[src/rtl/blk_lock_pkg.sv]
package blk_lock_pkg;
  typedef enum logic [2:0] {
    OP_PROG       = 3'd0,
    OP_ERASE      = 3'd1,
    OP_ERASE_ALL  = 3'd2,
    OP_LOCK       = 3'd3,
    OP_UNLOCK_ALL = 3'd4
  } blk_op_e;

  localparam int unsigned STAT_W    = 8;
  localparam int unsigned BIT_READY = 7;
  localparam int unsigned BIT_LOCK  = 6;
  localparam int unsigned BIT_FAIL  = 5;
  localparam int unsigned BIT_SKIP  = 4;
  localparam int unsigned BIT_TOUCH = 2;
endpackage

[src/rtl/blk_lock_judge.sv]
module blk_lock_judge
  import blk_lock_pkg::*;
(
  input  logic    valid_i,
  input  logic    busy_i,
  input  blk_op_e op_i,
  input  logic    lock_bit_i,
  input  logic    wp_ni,
  output logic    grant_o,
  output logic    deny_o,
  output logic    set_lock_o,
  output logic    clr_locks_o,
  output logic    walk_start_o
);
  logic accept;
  logic enforce;

  assign accept  = valid_i & ~busy_i;
  assign enforce = ~wp_ni;

  always_comb begin
    grant_o      = 1'b0;
    deny_o       = 1'b0;
    set_lock_o   = 1'b0;
    clr_locks_o  = 1'b0;
    walk_start_o = 1'b0;
    if (accept) begin
      unique case (op_i)
        OP_PROG, OP_ERASE: begin
          if (enforce && lock_bit_i) deny_o  = 1'b1;
          else                       grant_o = 1'b1;
        end
        OP_ERASE_ALL: walk_start_o = 1'b1;
        OP_LOCK:      set_lock_o   = 1'b1;
        OP_UNLOCK_ALL: begin
          if (enforce) deny_o      = 1'b1;
          else         clr_locks_o = 1'b1;
        end
        default: ;
      endcase
    end
  end
endmodule

[src/rtl/blk_lock_walker.sv]
module blk_lock_walker #(
  parameter int unsigned NUM_BLK = 32,
  localparam int unsigned BLK_W  = $clog2(NUM_BLK)
) (
  input  logic               clk_i,
  input  logic               rst_ni,
  input  logic               start_i,
  input  logic [NUM_BLK-1:0] lock_vec_i,
  input  logic               wp_ni,
  output logic               busy_o,
  output logic               step_o,
  output logic [BLK_W-1:0]   step_idx_o,
  output logic               step_blocked_o
);
  localparam logic [BLK_W-1:0] LAST = BLK_W'(NUM_BLK - 1);

  logic             busy_q;
  logic [BLK_W-1:0] idx_q;

  always_ff @(posedge clk_i or negedge rst_ni) begin
    if (!rst_ni) begin
      busy_q <= 1'b0;
      idx_q  <= '0;
    end else if (start_i) begin
      busy_q <= 1'b1;
      idx_q  <= '0;
    end else if (busy_q) begin
      if (idx_q == LAST) busy_q <= 1'b0;
      else               idx_q  <= idx_q + 1'b1;
    end
  end

  assign busy_o         = busy_q;
  assign step_o         = busy_q;
  assign step_idx_o     = idx_q;
  // protection is sampled live at each step
  assign step_blocked_o = ~wp_ni & lock_vec_i[idx_q];
endmodule

[src/rtl/blk_lock_bank.sv]
module blk_lock_bank
  import blk_lock_pkg::*;
#(
  parameter int unsigned NUM_BLK = 32,
  localparam int unsigned BLK_W  = $clog2(NUM_BLK)
) (
  input  logic               clk_i,
  input  logic               rst_ni,
  input  logic [NUM_BLK-1:0] set_touch_i,
  input  logic [NUM_BLK-1:0] set_fail_i,
  input  logic [NUM_BLK-1:0] set_skip_i,
  input  logic [NUM_BLK-1:0] set_lock_i,
  input  logic               clr_locks_i,
  input  logic               clr_flags_i,
  input  logic [BLK_W-1:0]   rd_idx_i,
  output logic [NUM_BLK-1:0] lock_vec_o,
  output logic [STAT_W-1:0]  rd_byte_o
);
  logic [STAT_W-1:0] blk_byte [NUM_BLK];

  for (genvar g = 0; g < NUM_BLK; g++) begin : g_blk
    logic lock_r, fail_r, skip_r, touch_r;

    always_ff @(posedge clk_i or negedge rst_ni) begin
      if (!rst_ni) begin
        lock_r  <= 1'b0;
        fail_r  <= 1'b0;
        skip_r  <= 1'b0;
        touch_r <= 1'b0;
      end else begin
        if (clr_locks_i)        lock_r <= 1'b0;
        else if (set_lock_i[g]) lock_r <= 1'b1;
        // a set in the clearing cycle wins
        fail_r  <= set_fail_i[g]  | (fail_r  & ~clr_flags_i);
        skip_r  <= set_skip_i[g]  | (skip_r  & ~clr_flags_i);
        touch_r <= set_touch_i[g] | (touch_r & ~clr_flags_i);
      end
    end

    assign lock_vec_o[g] = lock_r;

    always_comb begin
      blk_byte[g]            = '0;
      blk_byte[g][BIT_LOCK]  = lock_r;
      blk_byte[g][BIT_FAIL]  = fail_r;
      blk_byte[g][BIT_SKIP]  = skip_r;
      blk_byte[g][BIT_TOUCH] = touch_r;
    end
  end

  assign rd_byte_o = blk_byte[rd_idx_i];
endmodule

[src/rtl/blk_lock_ctrl.sv]
module blk_lock_ctrl
  import blk_lock_pkg::*;
#(
  parameter int unsigned NUM_BLK = 32,
  localparam int unsigned BLK_W  = $clog2(NUM_BLK)
) (
  input  logic              clk_i,
  input  logic              rst_ni,
  input  logic              req_valid_i,
  input  logic [2:0]        req_op_i,
  input  logic [BLK_W-1:0]  req_blk_i,
  input  logic              wp_ni,
  input  logic              clr_status_i,
  input  logic [BLK_W-1:0]  rd_blk_i,
  output logic              grant_o,
  output logic              grant_erase_o,
  output logic [BLK_W-1:0]  grant_blk_o,
  output logic              deny_o,
  output logic              busy_o,
  output logic [STAT_W-1:0] blk_stat_o,
  output logic [STAT_W-1:0] glb_stat_o
);
  blk_op_e            op;
  logic [NUM_BLK-1:0] lock_vec;
  logic               busy;
  logic               j_grant, j_deny, j_set_lock, j_clr_locks, j_walk;
  logic               w_step, w_blocked;
  logic [BLK_W-1:0]   w_idx;

  logic               evt_grant, evt_skip, evt_fail_glb, evt_erase;
  logic [BLK_W-1:0]   evt_blk;
  logic [NUM_BLK-1:0] evt_onehot;
  logic [NUM_BLK-1:0] set_touch, set_fail, set_skip, set_lock;

  logic               grant_q, erase_q, deny_q, glb_fail_q;
  logic [BLK_W-1:0]   blk_q;

  assign op = blk_op_e'(req_op_i);

  blk_lock_judge u_judge (
    .valid_i     (req_valid_i),
    .busy_i      (busy),
    .op_i        (op),
    .lock_bit_i  (lock_vec[req_blk_i]),
    .wp_ni       (wp_ni),
    .grant_o     (j_grant),
    .deny_o      (j_deny),
    .set_lock_o  (j_set_lock),
    .clr_locks_o (j_clr_locks),
    .walk_start_o(j_walk)
  );

  blk_lock_walker #(.NUM_BLK(NUM_BLK)) u_walk (
    .clk_i         (clk_i),
    .rst_ni        (rst_ni),
    .start_i       (j_walk),
    .lock_vec_i    (lock_vec),
    .wp_ni         (wp_ni),
    .busy_o        (busy),
    .step_o        (w_step),
    .step_idx_o    (w_idx),
    .step_blocked_o(w_blocked)
  );

  // single requests are only accepted while idle, so the two sources never overlap
  always_comb begin
    evt_blk      = busy ? w_idx : req_blk_i;
    evt_grant    = j_grant | (w_step & ~w_blocked);
    evt_skip     = w_step & w_blocked;
    evt_erase    = busy | (op == OP_ERASE);
    evt_fail_glb = j_deny | evt_skip;
    evt_onehot   = '0;
    evt_onehot[evt_blk] = 1'b1;
    set_touch    = evt_grant ? evt_onehot : '0;
    set_skip     = evt_skip  ? evt_onehot : '0;
    set_fail     = (j_deny && !busy && (op == OP_PROG || op == OP_ERASE)) ? evt_onehot : '0;
    set_lock     = j_set_lock ? evt_onehot : '0;
  end

  blk_lock_bank #(.NUM_BLK(NUM_BLK)) u_bank (
    .clk_i      (clk_i),
    .rst_ni     (rst_ni),
    .set_touch_i(set_touch),
    .set_fail_i (set_fail),
    .set_skip_i (set_skip),
    .set_lock_i (set_lock),
    .clr_locks_i(j_clr_locks),
    .clr_flags_i(clr_status_i),
    .rd_idx_i   (rd_blk_i),
    .lock_vec_o (lock_vec),
    .rd_byte_o  (blk_stat_o)
  );

  always_ff @(posedge clk_i or negedge rst_ni) begin
    if (!rst_ni) begin
      grant_q    <= 1'b0;
      erase_q    <= 1'b0;
      deny_q     <= 1'b0;
      blk_q      <= '0;
      glb_fail_q <= 1'b0;
    end else begin
      grant_q    <= evt_grant;
      erase_q    <= evt_grant & evt_erase;
      deny_q     <= j_deny;
      if (evt_grant) blk_q <= evt_blk;
      glb_fail_q <= evt_fail_glb | (glb_fail_q & ~clr_status_i);
    end
  end

  always_comb begin
    glb_stat_o            = '0;
    glb_stat_o[BIT_READY] = ~busy;
    glb_stat_o[BIT_FAIL]  = glb_fail_q;
  end

  assign grant_o       = grant_q;
  assign grant_erase_o = erase_q;
  assign grant_blk_o   = blk_q;
  assign deny_o        = deny_q;
  assign busy_o        = busy;
endmodule

[config.mk]
export PLATFORM = sky130hd
export DESIGN_NAME = blk_lock_ctrl
export DESIGN_NICKNAME = d
export VERILOG_FILES = /design/src/rtl/blk_lock_pkg.sv /design/src/rtl/blk_lock_judge.sv /design/src/rtl/blk_lock_walker.sv /design/src/rtl/blk_lock_bank.sv /design/src/rtl/blk_lock_ctrl.sv
export SDC_FILE = /design/constraint.sdc
export NUM_CORES = 1
export LEC_CHECK = 0
export BUFFER_PORTS_ARGS = -buffer_cell sky130_fd_sc_hd__buf_2
export CAP_MARGIN = 25
export CORE_ASPECT_RATIO = 1.75
export CORE_MARGIN = 2
export CORE_UTILIZATION = 60
export DETAILED_ROUTE_END_ITERATION = 8
export PLACE_DENSITY_LB_ADDON = 0.15
export RECOVER_POWER = 100
export SETUP_SLACK_MARGIN = 0.02
export SYNTH_ARGS = -nofsm -noshare
export SYNTH_HDL_FRONTEND = slang
export SYNTH_HIERARCHICAL = 1
export SYNTH_SLANG_ARGS = --single-unit
[constraint.sdc]
create_clock -name clk_i -period 3.4 [get_ports clk_i]
set_input_delay 0 -clock clk_i [delete_from_list [all_inputs] [get_ports clk_i]]
set_output_delay 0 -clock clk_i [all_outputs]
set_load 0.01 [all_outputs]
Word level (Yosys, flattened, before mapping)

Cells that the tools add are included.

Add/sub/neg operators: 1
Magnitude comparators: 5
Eq/ne operators: 6
Mux-type cells: 98
Bitwise logic cells: 207
Reductions and logical operators: 42

Operators by type and width:

| kind                                                                   | count |
|---|---|
| 32-bit 2-to-1 mux                                                      | 4 |
| 1-bit bitwise AND                                                      | 102 |
| 1-bit OR                                                               | 100 |
| 1-bit 2-to-1 mux                                                       | 83 |
| 2-bit nonzero test                                                     | 33 |
| 8-bit binary-select mux with 5-bit select                              | 1 |
| 5-bit 2-to-1 mux                                                       | 4 |
| 5-bit by 6-bit < comparator with 1-bit output (second input constant)  | 3 |
| 8-bit 2-to-1 mux                                                       | 2 |
| 1-bit binary-select mux with 5-bit select                              | 2 |
| 3-bit by 2-bit == test with 1-bit output (second input constant)       | 2 |
| 6-bit >= comparator (second input constant)                            | 1 |
| 5-bit inverter with 6-bit output                                       | 1 |
| 5-bit by 1-bit adder with 5-bit output (second input constant)         | 1 |
| 1-bit demux with 5-bit select                                          | 1 |
| 5-bit == test (second input constant)                                  | 1 |
| 5-bit by 1-bit >= comparator with 1-bit output (second input constant) | 1 |
| 1-bit logical AND                                                      | 4 |
| 1-bit inverter                                                         | 4 |
| 3-bit by 1-bit == test with 1-bit output (second input constant)       | 1 |
| 3-bit == test (second input constant)                                  | 1 |
| 3-bit zero test                                                        | 1 |
| 2-bit inequality test (second input constant)                          | 1 |
| 1-bit case mux with 2 select lines                                     | 1 |
| 4 further kinds                                                        | 4 |

Bits in registers: 143
Input bits: 18
Output and inout bits: 25

Depth between registers and ports, before layout

Depth after elaboration: 10
Mapped depth: 12

Modules after synthesis

Netlist, hierarchy kept.

By module, submodules not included:

| module          | times used | cells each | area each (um^2) |
|---|---|---|---|
| blk_lock_bank   | 1          | 393        | 5486.5 |
| blk_lock_ctrl   | 1          | 292        | 1771.7 |
| blk_lock_walker | 1          | 47         | 574.3 |
| blk_lock_judge  | 1          | 12         | 83.8 |

Worst setup path before layout

No wires, ideal clock.

Kind: register to register
Start: register u_walk.idx_q[0], in the netlist u_walk/step_idx_o[0]
End: register u_bank.g_blk[21].skip_r
Arrival: 2.396 ns
Slack: 0.886 ns
Stages on the path, launching flop included: 9
Clock period less this slack: 2.514 ns
Cell sequence: dfrtp_1 -> buf_6 -> mux4_2 -> o211a_1 -> o32a_1 -> nand2_1 -> clkbuf_1 -> nor2_1 -> a21o_1

RTL lines:

| what                                      | RTL line              | text |
|---|---|---|
| start: declaration                        | blk_lock_walker.sv:18 | `logic [BLK_W-1:0] idx_q;` |
| start signal: assignment                  | blk_lock_walker.sv:29 | `else idx_q <= idx_q + 1'b1;` |
| 1-bit binary-select mux with 5-bit select | blk_lock_walker.sv:37 | `assign step_blocked_o = ~wp_ni & lock_vec_i[idx_q];` |
| 1-bit 2-to-1 mux (implied by the code)    | blk_lock_walker.sv:37 |  |
| 1-bit bitwise AND                         | blk_lock_walker.sv:37 |  |
| via w_blocked                             | blk_lock_ctrl.sv:27   | `logic w_step, w_blocked;` |
| 1-bit bitwise AND                         | blk_lock_ctrl.sv:69   | `evt_skip = w_step & w_blocked;` |
| 32-bit 2-to-1 mux                         | blk_lock_ctrl.sv:75   | `set_skip = evt_skip ? evt_onehot : '0;` |
| via set_skip[21]                          | blk_lock_ctrl.sv:33   | `logic [NUM_BLK-1:0] set_touch, set_fail, set_skip, set_lock;` |
| 1-bit OR                                  | blk_lock_bank.sv:35   | `skip_r <= set_skip_i[g] \| (skip_r & ~clr_flags_i);` |
| end signal: assignment                    | blk_lock_bank.sv:35   |  |
| end: declaration                          | blk_lock_bank.sv:22   | `logic lock_r, fail_r, skip_r, touch_r;` |

The timed path passes the listed nets, and every way through them passes these cells. The select of a mux whose other input is x is not followed.
A chain may end at the register's enable or synchronous reset.

Final worst setup path

Start: register u_walk.busy_q, in the netlist u_walk/busy_o
End: register u_bank.g_blk[10].lock_r

Word-level cells in the longest chain between the ends: 7

RTL lines:

| what                                                                                                                                  | RTL line              | text |
|---|---|---|
| start: declaration                                                                                                                    | blk_lock_walker.sv:17 | `logic busy_q;` |
| start signal: assignment                                                                                                              | blk_lock_walker.sv:22 | `busy_q <= 1'b0;` |
| start signal: assignment                                                                                                              | blk_lock_walker.sv:25 | `busy_q <= 1'b1;` |
| start signal: assignment                                                                                                              | blk_lock_walker.sv:28 | `if (idx_q == LAST) busy_q <= 1'b0;` |
| 5-bit 2-to-1 mux                                                                                                                      | blk_lock_ctrl.sv:67   | `evt_blk = busy ? w_idx : req_blk_i;` |
| 5-bit by 6-bit < comparator with 1-bit output (implied by the code) or 5-bit by 1-bit >= comparator with 1-bit output (tied branches) | blk_lock_ctrl.sv:73   | `evt_onehot[evt_blk] = 1'b1;` |
| 1-bit logical AND (implied by the code)                                                                                               | blk_lock_ctrl.sv:73   |  |
| 1-bit 2-to-1 mux (implied by the code)                                                                                                | blk_lock_ctrl.sv:73   |  |
| 1-bit demux with 5-bit select                                                                                                         | blk_lock_ctrl.sv:73   |  |
| 32-bit 2-to-1 mux (*)                                                                                                                 | blk_lock_ctrl.sv:77   | `set_lock = j_set_lock ? evt_onehot : '0;` |
| via set_lock[10]                                                                                                                      | blk_lock_ctrl.sv:33   |  |
| 2-bit nonzero test (no source line) (*)                                                                                               | --                    |  |
| end signal: assignment                                                                                                                | blk_lock_bank.sv:26   | `lock_r <= 1'b0;` |
| end signal: assignment                                                                                                                | blk_lock_bank.sv:31   | `if (clr_locks_i) lock_r <= 1'b0;` |
| end signal: assignment                                                                                                                | blk_lock_bank.sv:32   | `else if (set_lock_i[g]) lock_r <= 1'b1;` |
| end: declaration                                                                                                                      | blk_lock_bank.sv:22   |  |

The timed path passes the listed nets; every way through them passes the cells marked *.

==> reports/results.tsv <==
stage	metric	value	unit
outcome	run status	finished with violations	
outcome	failing checks	max-capacitance violations, max-slew violations	
cts	later-pin clock latency in the skew report	0.43	ns
floorplan	Site Rows	55	
routing	count of nets left with antenna violations after detail routing	0	
setup_path	Critical path buffers and inverters	1	
cts	Clock Sink Count	143	
logic_synthesis	most common flop cell mapped by yosys	sky130_fd_sc_hd__dfrtp_1	
floorplan	area of the placeable core	12900	um^2
routing	number of vias in the routed layout	5738	
routing	initial drt markers	551	
finish	nets@finish	753	
routing	via density per instance	6.26	
floorplan	area of the die	14200	um^2
logic_synthesis	FFs w/ async S/R, synth	1.00	
timing	Peak Freq	334	MHz
power_and_ir_drop	power density cells	688	nW/um^2
finish	most frequent standard cell in the layout excluding fill and tap cells	sky130_fd_sc_hd__nor2_1	
timing	number of setup violations in the final report	0	
finish	fraction of final layout cells with drive strength greater than 1	0.183	
logic_synthesis	top cell type's share of synthesized area	0.452	
finish	most used cells in the layout excluding fill and tap cells	sky130_fd_sc_hd__nor2_1 (199), sky130_fd_sc_hd__dfrtp_1 (143), sky130_fd_sc_hd__a21o_1 (96), sky130_fd_sc_hd__mux4_2 (45), sky130_fd_sc_hd__nand2_1 (42)	
floorplan	Chip Width	90.8	um
setup_path	category of the worst setup path capture point	flop	
cts	number of instances resized during post-cts repair	0	
placed_design	dpl hpwl	13.3	mm
cts	clock root buffer master	sky130_fd_sc_hd__clkbuf_16	
finish	Final Instance Area	8510	um^2
placed_design	Buffers on Ports	32	
setup_path	largest stage delay on the critical path	0.76	ns
placed_design	area after detailed placement	7890	um^2
setup_path	highest net fanout along the worst path	16	
logic_synthesis	number of synthesized register bits	143	
setup_path	Crit path arrival time	3.36	ns
setup_path	Worst setup SP type	flop	
routing	Total Routed Length	19.3	mm
logic_synthesis	mean area per synthesized cell	10.6	um^2
grt	GRT Residual Overflow	0	
routing	DR WL/cell	21.1	um
logic_synthesis	EDFF count, synth	0	
logic_synthesis	Yosys cell types	54	
cts	clk slew on worst S/H paths	0.06	ns
cts	TritonCTS clock tree	built	
logic_synthesis	dominant cells by area after synthesis	sky130_fd_sc_hd__dfrtp_1 (45%), sky130_fd_sc_hd__mux4_2 (13%), sky130_fd_sc_hd__a21o_1 (9.1%)	
timing	setup skew after layout	0.0105	ns
power_and_ir_drop	leakage power of the design	4.62	nW
grt	maximum number of pins on one net before global-route repair	87	
routing	# DRC	0	
setup_path	CP Data Required Time	3.76	ns
cts	Inserted Clock Buffers	17	
placed_design	global placement routability congestion	0.945	
timing	fraction of the cycle the final worst path needs	0.881	
timing	total count of hold-check failures in the final report	0	
logic_synthesis	cell type contributing the most total cell area after synthesis	sky130_fd_sc_hd__dfrtp_1	
logic_synthesis	Post-Synthesis Cell Area	7920	um^2
floorplan	Die Ht	156	um
flow_run	max_cap viols	1	
power_and_ir_drop	worst voltage drop across the vdd grid	0.000494	V
setup_path	Crit path top cell by count	sky130_fd_sc_hd__nor2_1	
setup_path	Top Family by Delay on Critical Path	simple AND/OR/NAND/NOR gates	
finish	count of inserted antenna diode cells	0	
grt	number of global-route vias before repair	5791	
setup_path	cell breakdown of the critical path	clkbuf_1 -> mux2i_1 -> and2_0 -> nand2_1 -> nor2_1 -> nor2_1 -> nor2_1	
setup_path	CP max stage cell	sky130_fd_sc_hd__dfrtp_1	
timing	final slew viol count	87	
logic_synthesis	number of cells produced by synthesis	744	
logic_synthesis	Seq/Total Area, Yosys	0.452	
timing	post-route minimum period	3.00	ns
cts	maximum clock insertion buffer count	2	
grt	global-route total usage across every layer	0.288	
cts	maximum level of the CTS H-tree	4	
logic_synthesis	Ys Warns	6	
timing	relative max-transition margin	-0.459	
floorplan	initial standard-cell utilization of the core	0.612	
timing	setup repair after global routing missed its margin	false	
routing	number of detailed-routing iterations run before antenna repair	7	
finish	layout-stage area growth over the synthesis result	7.44	%
grt	wire length of the first global-routing pass	31.0	mm
timing	transition time at the pin with the least slew margin	2.19	ns
timing	Total Negative Setup Slacks	0	ns
grt	antenna violations before repair	0	
finish	Layout fillers	1054	
setup_path	type of the setup path with the least slack	reg -> reg	
floorplan	IO Pins	43	
min_path	Hold Path Class	in -> reg	
[layout make-up]
type                            instances  area [um^2]  share of cell area
Clock buffer                           18          429              0.0505
Clock inverter                         13          176              0.0207
Inverter                               11         41.3             0.00485
Multi-Input combinational cell        508         3720               0.437
Sequential cell                       143         3580               0.421
Tap cell                              171          214              0.0252
Timing Repair Buffer                   52          347              0.0407
[worst reg2reg max path: cells and delay by family (launching register included)]
family / cells / cell delay, ns
simple gates: 5 / 0.86
flops: 1 / 0.76
mux: 1 / 0.69
buf+inv: 1 / 0.62
[registers in the layout, summed over array words and instances (netlist names)]
name,flops
u_bank/g_blk.touch_r,32
u_bank/g_blk.skip_r,32
grant_blk_o,5
grant_o,1
u_walk/busy_o,1
glb_fail_q,1
grant_erase_o,1
u_bank/g_blk.fail_r,32
u_walk/step_idx_o,5
deny_o,1
u_bank/g_blk.lock_r,32
[layer usage]
layer  vias to the layer above  routed length [um]  global-route usage
li1                       2484                   -                   -
met4                         0                 822               0.158
met2                       255                9940               0.473
met1                      2934                7450               0.354
met3                        65                1090              0.0662
met5                         -                   0                   0
[synthesized netlist by cell type, types with 3 or more instances]
library cell	count
sky130_fd_sc_hd__nand2_1	39
sky130_fd_sc_hd__buf_6	6
sky130_fd_sc_hd__nor2_1	189
sky130_fd_sc_hd__o21ai_0	3
sky130_fd_sc_hd__a21oi_1	4
sky130_fd_sc_hd__buf_1	8
sky130_fd_sc_hd__o22ai_4	3
sky130_fd_sc_hd__nor2b_1	3
sky130_fd_sc_hd__nand3_1	4
sky130_fd_sc_hd__inv_1	9
sky130_fd_sc_hd__nand2_4	6
sky130_fd_sc_hd__nor2_2	21
sky130_fd_sc_hd__mux2i_1	26
sky130_fd_sc_hd__a22oi_1	4
sky130_fd_sc_hd__clkbuf_1	25
sky130_fd_sc_hd__buf_4	47
sky130_fd_sc_hd__nand2b_1	6
sky130_fd_sc_hd__a21o_1	96
sky130_fd_sc_hd__a31oi_1	5
sky130_fd_sc_hd__buf_2	4
sky130_fd_sc_hd__dfrtp_1	143
sky130_fd_sc_hd__mux2_2	5
sky130_fd_sc_hd__mux4_2	45
[path summary, 6_finish.rpt]
check | endpoint | slack (ns) | from | depth (start not counted)
max | u_bank/g_blk[10].lock_r | 0.40 | u_walk/busy_o | 7
min | u_walk/step_idx_o[3] | 0.02 | req_op_i[2] | 3
max reg2reg | u_bank/g_blk[10].lock_r | 0.40 | u_walk/busy_o | 7
min reg2reg | u_bank/g_blk[29].touch_r | 0.47 | u_bank/g_blk[29].touch_r | 1
max in group asynchronous | u_bank/g_blk[16].skip_r | 0.90 | rst_ni | 3
min in group asynchronous | grant_blk_o[1] | 0.73 | rst_ni | 2
[metrics by stage]
stage	cells	hold slack [ns]	setup WS (ns)	util	power, mW
floorplan	752	-0.296	0.886	-	3.56
global placement	876	0.109	0.420	0.609	3.87
detailed placement	877	0.107	0.705	0.610	3.97
CTS	915	0.00922	0.642	0.662	5.92
global route	916	0.0345	0.294	0.657	6.10
finish	916	0.0244	0.404	0.657	5.85
[power breakdown]
group / total (mW) / internal (mW) / switching [mW]
clock network: 1.93 / 1.17 / 0.761
logic: 1.64 / 0.658 / 0.978
registers: 2.29 / 1.96 / 0.330
[kinds of logic after synthesis]
group                    Yosys count  synth area share
flip-flops                       143             0.452
AND/OR/NAND/NOR                  285             0.159
adder cells (fa/ha/maj)            2           0.00316
other                              2          0.000949
XOR/XNOR                           3           0.00332
AO/OA/AOI/OAI                    129             0.129
multiplexers                      79             0.176
buffers and inverters            101            0.0765
[repair_timing]
| item | 4_1_cts | 5_1_grt |
|---|---|---|
| hold endpoints to repair | 93 | 0 |
| setup buffers | 0 | 0 |
| hold buffers | 7 | 0 |
No activity file was read; power rests on OpenSTA's default activity.
